**src/rtl/sqw_pkg.sv**
```systemverilog
package sqw_pkg;

    // Register addresses (2-bit bus)
    localparam logic [1:0] REG_STAT   = 2'd0;
    localparam logic [1:0] REG_CTRL   = 2'd1;
    localparam logic [1:0] REG_CNT_HI = 2'd2;
    localparam logic [1:0] REG_CNT_LO = 2'd3;

    // Bit positions
    localparam int STAT_FLAG_BIT = 5;
    localparam int CTL_GO_BIT    = 0;
    localparam int CTL_MODE_BIT  = 2;
    localparam int CTL_LATCH_BIT = 6;
    localparam int IE_BIT        = 7;

    typedef enum logic [1:0] {
        BANK_TIMER = 2'b00,
        BANK_IRQ   = 2'b01,
        BANK_RSV2  = 2'b10,
        BANK_RSV3  = 2'b11
    } bank_e;

    typedef struct packed {
        logic mode;
        logic go;
    } ctl_t;

    function automatic logic [7:0] ctl_readback(ctl_t c);
        logic [7:0] r;
        r = 8'h00;
        r[CTL_MODE_BIT] = c.mode;
        r[CTL_GO_BIT]   = c.go;
        return r;
    endfunction

    function automatic logic [7:0] stat_readback(bank_e b, logic flag);
        return {b, flag, 5'b0};
    endfunction

endpackage

```
**src/rtl/sqw_regs.sv**
```systemverilog
module sqw_regs
    import sqw_pkg::*;
#(
    parameter int CNT_W = 16
) (
    input  logic             clk,
    input  logic             rst,
    input  logic [1:0]       addr,
    input  logic             wr_en,
    input  logic             rd_en,
    input  logic [7:0]       wdata,
    output logic [7:0]       rdata,
    input  logic [CNT_W-1:0] hold,
    input  logic             fall_evt,
    output logic [CNT_W-1:0] reload,
    output ctl_t             ctl,
    output logic             start,
    output logic             latch_cmd,
    output logic             latch_rel,
    output logic             ie,
    output logic             flag
);
    localparam int HI_W = CNT_W - 8;

    bank_e bank;
    logic  in_timer, in_irq;
    logic  wr_stat, wr_ctrl, wr_ie, wr_hi, wr_lo;

    assign in_timer = (bank == BANK_TIMER);
    assign in_irq   = (bank == BANK_IRQ);
    assign wr_stat  = wr_en && (addr == REG_STAT);
    assign wr_ctrl  = wr_en && (addr == REG_CTRL)   && in_timer;
    assign wr_ie    = wr_en && (addr == REG_CTRL)   && in_irq;
    assign wr_hi    = wr_en && (addr == REG_CNT_HI) && in_timer;
    assign wr_lo    = wr_en && (addr == REG_CNT_LO) && in_timer;

    assign start     = wr_ctrl && wdata[CTL_GO_BIT] && !ctl.go;
    assign latch_cmd = wr_ctrl && wdata[CTL_LATCH_BIT];
    assign latch_rel = rd_en && (addr == REG_CNT_LO) && in_timer;

    always_ff @(posedge clk) begin
        if (rst) begin
            bank   <= BANK_TIMER;
            flag   <= 1'b0;
            ctl    <= '0;
            ie     <= 1'b0;
            reload <= '0;
        end else begin
            if (wr_stat)
                bank <= bank_e'(wdata[7:6]);
            if (fall_evt)
                flag <= 1'b1;
            else if (wr_stat && wdata[STAT_FLAG_BIT])
                flag <= 1'b0;
            if (wr_ctrl) begin
                ctl.mode <= wdata[CTL_MODE_BIT];
                ctl.go   <= wdata[CTL_GO_BIT];
            end
            if (wr_ie)
                ie <= wdata[IE_BIT];
            if (wr_hi)
                reload[CNT_W-1:8] <= wdata[HI_W-1:0];
            if (wr_lo)
                reload[7:0] <= wdata;
        end
    end

    always_comb begin
        rdata = 8'h00;
        if (addr == REG_STAT) begin
            rdata = stat_readback(bank, flag);
        end else if (in_timer) begin
            case (addr)
                REG_CTRL:   rdata = ctl_readback(ctl);
                REG_CNT_HI: rdata = 8'(hold >> 8);
                REG_CNT_LO: rdata = hold[7:0];
                default:    rdata = 8'h00;
            endcase
        end else if (in_irq && addr == REG_CTRL) begin
            rdata[IE_BIT] = ie;
        end
    end


    flag_set_chk: assert property (@(posedge clk) disable iff (rst)
        fall_evt |=> flag);

    flag_clr_chk: assert property (@(posedge clk) disable iff (rst)
        (wr_stat && wdata[STAT_FLAG_BIT] && !fall_evt) |=> !flag);

    bank_hold_chk: assert property (@(posedge clk) disable iff (rst)
        !wr_stat |=> $stable(bank));

endmodule

```
**src/rtl/sqw_core.sv**
```systemverilog
module sqw_core
    import sqw_pkg::*;
#(
    parameter int CNT_W = 16
) (
    input  logic             clk,
    input  logic             rst,
    input  logic             tick_en,
    input  ctl_t             ctl,
    input  logic             start,
    input  logic [CNT_W-1:0] reload,
    output logic [CNT_W-1:0] cnt,
    output logic             wave,
    output logic             fall_evt
);
    logic run, expire;

    assign run      = ctl.go && ctl.mode;
    assign expire   = run && tick_en && (cnt == '0) && !start;
    assign fall_evt = expire && wave;

    always_ff @(posedge clk) begin
        if (rst) begin
            cnt  <= '0;
            wave <= 1'b1;
        end else if (start) begin
            cnt <= reload;
        end else if (run && tick_en) begin
            if (cnt == '0) begin
                cnt  <= reload;
                wave <= ~wave;
            end else begin
                cnt <= cnt - CNT_W'(1);
            end
        end
    end


    reset_state_chk: assert property (@(posedge clk)
        rst |=> (wave && cnt == '0));

    start_load_chk: assert property (@(posedge clk) disable iff (rst)
        start |=> (cnt == $past(reload)));

    toggle_chk: assert property (@(posedge clk) disable iff (rst)
        expire |=> (wave != $past(wave)));

    idle_hold_chk: assert property (@(posedge clk) disable iff (rst)
        (!run && !start) |=> ($stable(cnt) && $stable(wave)));

endmodule

```
**src/rtl/sqw_latch.sv**
```systemverilog
module sqw_latch #(
    parameter int CNT_W = 16
) (
    input  logic             clk,
    input  logic             rst,
    input  logic [CNT_W-1:0] cnt,
    input  logic             latch_cmd,
    input  logic             latch_rel,
    output logic [CNT_W-1:0] hold
);
    logic frozen;

    always_ff @(posedge clk) begin
        if (rst) begin
            hold   <= '0;
            frozen <= 1'b0;
        end else if (latch_cmd) begin
            hold   <= cnt;
            frozen <= 1'b1;
        end else if (latch_rel) begin
            hold   <= cnt;
            frozen <= 1'b0;
        end else if (!frozen) begin
            hold <= cnt;
        end
    end


    freeze_chk: assert property (@(posedge clk) disable iff (rst)
        (frozen && !latch_cmd && !latch_rel) |=> $stable(hold));

endmodule

```
**src/rtl/sqw_timer.sv**
```systemverilog
module sqw_timer
    import sqw_pkg::*;
#(
    parameter int CNT_W = 16
) (
    input  logic       clk,
    input  logic       rst,
    input  logic       tick_en,
    input  logic [1:0] addr,
    input  logic       wr_en,
    input  logic       rd_en,
    input  logic [7:0] wdata,
    output logic [7:0] rdata,
    output logic       wave_out,
    output logic       irq_n
);
    logic [CNT_W-1:0] reload, cnt, hold;
    ctl_t ctl;
    logic start, latch_cmd, latch_rel, ie, flag, fall_evt;

    sqw_regs #(.CNT_W(CNT_W)) u_regs (
        .clk(clk), .rst(rst), .addr(addr), .wr_en(wr_en), .rd_en(rd_en),
        .wdata(wdata), .rdata(rdata), .hold(hold), .fall_evt(fall_evt),
        .reload(reload), .ctl(ctl), .start(start), .latch_cmd(latch_cmd),
        .latch_rel(latch_rel), .ie(ie), .flag(flag)
    );

    sqw_core #(.CNT_W(CNT_W)) u_core (
        .clk(clk), .rst(rst), .tick_en(tick_en), .ctl(ctl), .start(start),
        .reload(reload), .cnt(cnt), .wave(wave_out), .fall_evt(fall_evt)
    );

    sqw_latch #(.CNT_W(CNT_W)) u_latch (
        .clk(clk), .rst(rst), .cnt(cnt), .latch_cmd(latch_cmd),
        .latch_rel(latch_rel), .hold(hold)
    );

    assign irq_n = ~(flag & ie);


    irq_low_chk: assert property (@(posedge clk) disable iff (rst)
        !irq_n |-> flag);

endmodule

```
**config.mk**
```make
export PLATFORM = sky130hd
export DESIGN_NAME = sqw_timer
export DESIGN_NICKNAME = d
export VERILOG_FILES = /design/src/rtl/sqw_pkg.sv /design/src/rtl/sqw_regs.sv /design/src/rtl/sqw_core.sv /design/src/rtl/sqw_latch.sv /design/src/rtl/sqw_timer.sv
export SDC_FILE = /design/constraint.sdc
export NUM_CORES = 1
export LEC_CHECK = 0
export BUFFER_PORTS_ARGS = -buffer_cell sky130_fd_sc_hd__buf_2
export CORE_MARGIN = 2
export CORE_UTILIZATION = 45
export CTS_BUF_LIST = sky130_fd_sc_hd__clkbuf_8
export DETAILED_ROUTE_END_ITERATION = 8
export PLACE_DENSITY_LB_ADDON = 0.25
export SLEW_MARGIN = 20
export SYNTH_ARGS = -nofsm -noshare
export SYNTH_HDL_FRONTEND = slang
export SYNTH_HIERARCHICAL = 1
export SYNTH_SLANG_ARGS = --single-unit
```
**constraint.sdc**
```tcl
create_clock -name clk -period 2.3 [get_ports clk]
set_input_delay 0.23 -clock clk [delete_from_list [all_inputs] [get_ports clk]]
set_output_delay 0.23 -clock clk [all_outputs]
set_load 0.005 [all_outputs]
```
==> results.yml <==
worst_setup_path:
  critical_path_arrival_ps: 2350
  criticalPathCategory: "flop to flop"
  critical_path_required_ps: 2510
  cp_cell_sequence: "inv_1, ha_1, or3b_1, or3_4, o311ai_2, nor2_1, a211o_1"
  worstSetupEndpointType: "flop"
  rr_startpoint: "u_core/cnt[0]$_SDFFE_PP0P_"
  number_of_cells_on_the_worst_reg_to_reg_path: 7
  cp-start-kind: "flop"
  r2r_setup_slack_ps: 160
  max_stage_delay_ps: 420
  rr_endpoint: "u_core/cnt[10]$_SDFFE_PP0P_"
  critical-path-slowest-cell: "sky130_fd_sc_hd__or3b_1"
  critPathMaxFanout: 6
sta:
  finalWorstPathRequiredPeriod_ps: 2141
  finalHoldViolCount: 0
  finalSetupViolCount: 0
  worstMarginPinSlew_ps: 541.4
  timing.final.max_slew_violations: 0
  maxClockFrequency_mhz: 467.0
  clock_skew_ps: 7.769
  total_negative_slack_for_setup_checks_ps: 0
  layout_worst_path_cycle_share_pct: 93.10
  grt_setup_unrepaired: "false"
  max_slew_margin_pct: 63.87
route:
  wl_met3_um: 436
  drt-met1-wl_mm: 3.707
  drtPass1Iterations: 4
  totalWireLength_mm: 7.588
  via_count: 2637
  wl_per_cell_um: 16.11
  dr_wl_met2_mm: 3.373
  drtAntennaViolNets: 0
  drt_iter0_markers: 132
  top_signal_layer_used: "met4"
  route.detailed.vias_per_inst: 5.599
  drcViolationCount: 0
floorplan:
  top_level_ports: 25
  die-area_sq_mm: 0.007690
  floorplan.core_area_sq_mm: 0.006794
  num_rows: 30
  initial_cell_density_of_the_core_pct: 46.39
  die_w_um: 87.69
  die_y_um: 87.69
clock_tree:
  cts_tree: "yes"
  postCtsHoldBufs: 0
  cts_buffers: 5
  clk_sink_count: 56
  post_cts_buffers: 0
  cts_buffer_depth: 2
  clk_root_buffer_cell: "sky130_fd_sc_hd__clkbuf_8"
  worstSkewPairLatency_ps: 310
  clk_pin_slew_worst_paths_ps: 100
  cts_max_level: 2
logic_synthesis:
  yosys_warnings: 6
  synth_top_area_cell: "sky130_fd_sc_hd__dfxtp_1"
  synth-edff-count: 0
  synth.yosys.seq_area_share_pct: 35.57
  synth.top_cell.area_share_pct: 35.57
  post_syn_nets: 361
  yosys.cell_types.count: 62
  synthTopCellsByArea: "sky130_fd_sc_hd__dfxtp_1 36%, sky130_fd_sc_hd__mux2i_1 13%, sky130_fd_sc_hd__nand2b_1 12%, sky130_fd_sc_hd__nor2_1 2.6%, sky130_fd_sc_hd__a31oi_1 1.6%"
  synthesis.area_sq_mm: 0.003152
  synth.avg_cell_area_sq_um: 9.162
  synthTopCellsByCount: "60 x sky130_fd_sc_hd__nand2b_1, 56 x sky130_fd_sc_hd__dfxtp_1, 42 x sky130_fd_sc_hd__mux2i_1, 22 x sky130_fd_sc_hd__nor2_1"
  synth_most_common_cell: "sky130_fd_sc_hd__nand2b_1"
  synth-main-ff-cell: "sky130_fd_sc_hd__dfxtp_1"
  synth_async_sr_flop_share_pct: 0
  synth_seq_cells: 56
  postSynthCellCount: 344
job:
  max_cap_violations: 0
finish:
  fin_cells: 471
  areaGrowthSynthToFinish_pct: 12.07
  insertedDiodeCount: 0
  final_net_count: 391
  fill_cells: 663
  final_layout_size_suffix_gt1_share_pct: 18.67
pwr:
  power.switching_uw: 511.6
  pwr-share-seq_pct: 53.8
  power.clock.fraction_pct: 29.8
  power_switching_share_pct: 27.22
  cellLeakagePower_nw: 1.406
  p_per_area_mw_per_mm2: 532.2
  max-vdd-ir-drop_uv: 537.3
  cell_internal_pwr_mw: 1.368
  power_frac_comb_pct: 16.4
global_route:
  grt_first_pass_wirelength_mm: 12.65
  antenna_violations_before_repair: 0
  number_of_global_route_vias_before_repair: 2522
  grt_use_total_pct: 20.90
  grt_max_degree: 36
  grt_overflow: 0
place:
  buffers_on_ports: 24
  placed_cells: 463
  dp_hpwl_mm: 5.782
  place.gp.congestion: 0.9612
status:
  run_status: "finished clean"
hold_path:
  hold_end: "u_regs/flag$_SDFFE_PP0P_"
  min_delay_path_depth: 2
  hold_path.class: "input port to flop"
  holdCritStartpoint: "wdata[5]"
[worst max path at each step]
| stage | start | endpoint | slack (ps) |
|---|---|---|---|
| after detailed placement | u_core/cnt[0]$_SDFFE_PP0P_ | u_core/cnt[10]$_SDFFE_PP0P_ | 180 |
| after global placement | u_core/cnt[0]$_SDFFE_PP0P_ | u_core/cnt[8]$_SDFFE_PP0P_ | 210 |
| after global routing | u_core/cnt[0]$_SDFFE_PP0P_ | u_core/cnt[3]$_SDFFE_PP0P_ | 60 |
| after CTS | u_core/cnt[0]$_SDFFE_PP0P_ | u_core/cnt[10]$_SDFFE_PP0P_ | 170 |
| final | u_core/cnt[0]$_SDFFE_PP0P_ | u_core/cnt[10]$_SDFFE_PP0P_ | 160 |
| after floorplan | addr[0] | u_core/cnt[13]$_SDFFE_PP0P_ | 130 |
[layout by cell type, fill, tap and decap left out, drive strengths merged, types with 2 or more instances in the layout]
cell and n:
o311ai 3, or3b 2, a22oi 2, o311a 2, or2 3, nand3b 2, buf 45, o31ai 2
nor2 23, mux2 3, and3 8, nand2b 61, nor2b 2, nand4 4, nor3 7, ha 2
clkbuf 6, a31oi 8, a311oi 4, o21ai 9, o2111ai 2, dfxtp 56, mux2i 42, or4 4
and4 3, nor3b 8, nand3 6, nand2 12, nor4 6, a211oi 2, a311o 2, a21oi 4
inv 14, a211o 2, or3 2
[registers in the layout, indices dropped and copies added, names as in the netlist]
signal	count
u_core/cnt	16
u_core/wave	1
u_latch/frozen	1
u_latch/hold	16
u_regs/bank	2
u_regs/ctl	2
u_regs/flag	1
u_regs/ie	1
u_regs/reload	16
[cell type report]
| type | count | area, sq um | share of cell area (%) |
|---|---|---|---|
| flip-flops and latches | 56 | 1121 | 31.74 |
| well taps | 96 | 120.1 | 3.401 |
| multi-input cells | 253 | 1858 | 52.60 |
| repair buffers | 45 | 290.3 | 8.218 |
| inverters | 13 | 48.80 | 1.382 |
| clock inverters | 2 | 11.26 | 0.3188 |
| clock buffers | 6 | 82.58 | 2.338 |
[power by group through the flow]
stage | Clock (mW) | Sequential [mW] | Combinational, mW
after global placement | 0 | 1.03 | 0.303
final | 0.559 | 1.01 | 0.309
after global routing | 0.616 | 1.01 | 0.337
after floorplan | 0 | 1.03 | 0.217
after detailed placement | 0 | 1.03 | 0.302
after CTS | 0.576 | 1.01 | 0.304
[worst max-delay path: cells and delay by family, from the launching register on]
family	cells	cell delay, ps
AOI/OAI and AO/OA	2	450
adders and majority gates	1	240
buffers and inverters	1	130
DFF	1	370
and+or+nand+nor	3	850
[timing repair]
item | CTS | global route
setup endpoints to repair | 0 | 4
endpoints found under the hold margin | 0 | 0
gates resized for setup | 0 | 1
[logic make-up after synthesis]
| kind of cell | synth area share [%] |
|---|---|
| AO/OA/AOI/OAI | 12.15 |
| adder cells (fa/ha/maj) | 0.7938 |
| flip-flops | 35.57 |
| multiplexers | 14.41 |
| buffers and inverters | 5.756 |
| AND/OR/NAND/NOR | 31.32 |
[through the flow]
| step | cell area, sq um | hold WS (ps) | total power, mW | util [%] | setup slack, ps |
|---|---|---|---|---|---|
| 6_report | 3532 | 119.3 | 1.880 | 51.99 | 158.6 |
| 5_1_grt | 3532 | 130.5 | 1.968 | 51.99 | 64.84 |
| 4_1_cts | 3523 | 114.6 | 1.891 | 51.86 | 170.1 |
| 3_5_place_dp | 3430 | 452.3 | 1.336 | 50.48 | 181.7 |
| 3_3_place_gp | 3430 | 452.5 | 1.336 | 50.48 | 208.9 |
| 2_1_floorplan | 3152 | 338.7 | 1.243 | - | 126.3 |
[layer usage]
metal	up-vias	track usage (%)
met2	89	31.40
met4	0	5.175
met1	1240	31.27
met5	-	0
met3	10	3.299
li1	1298	-
Power figures use the tool's default switching activity.
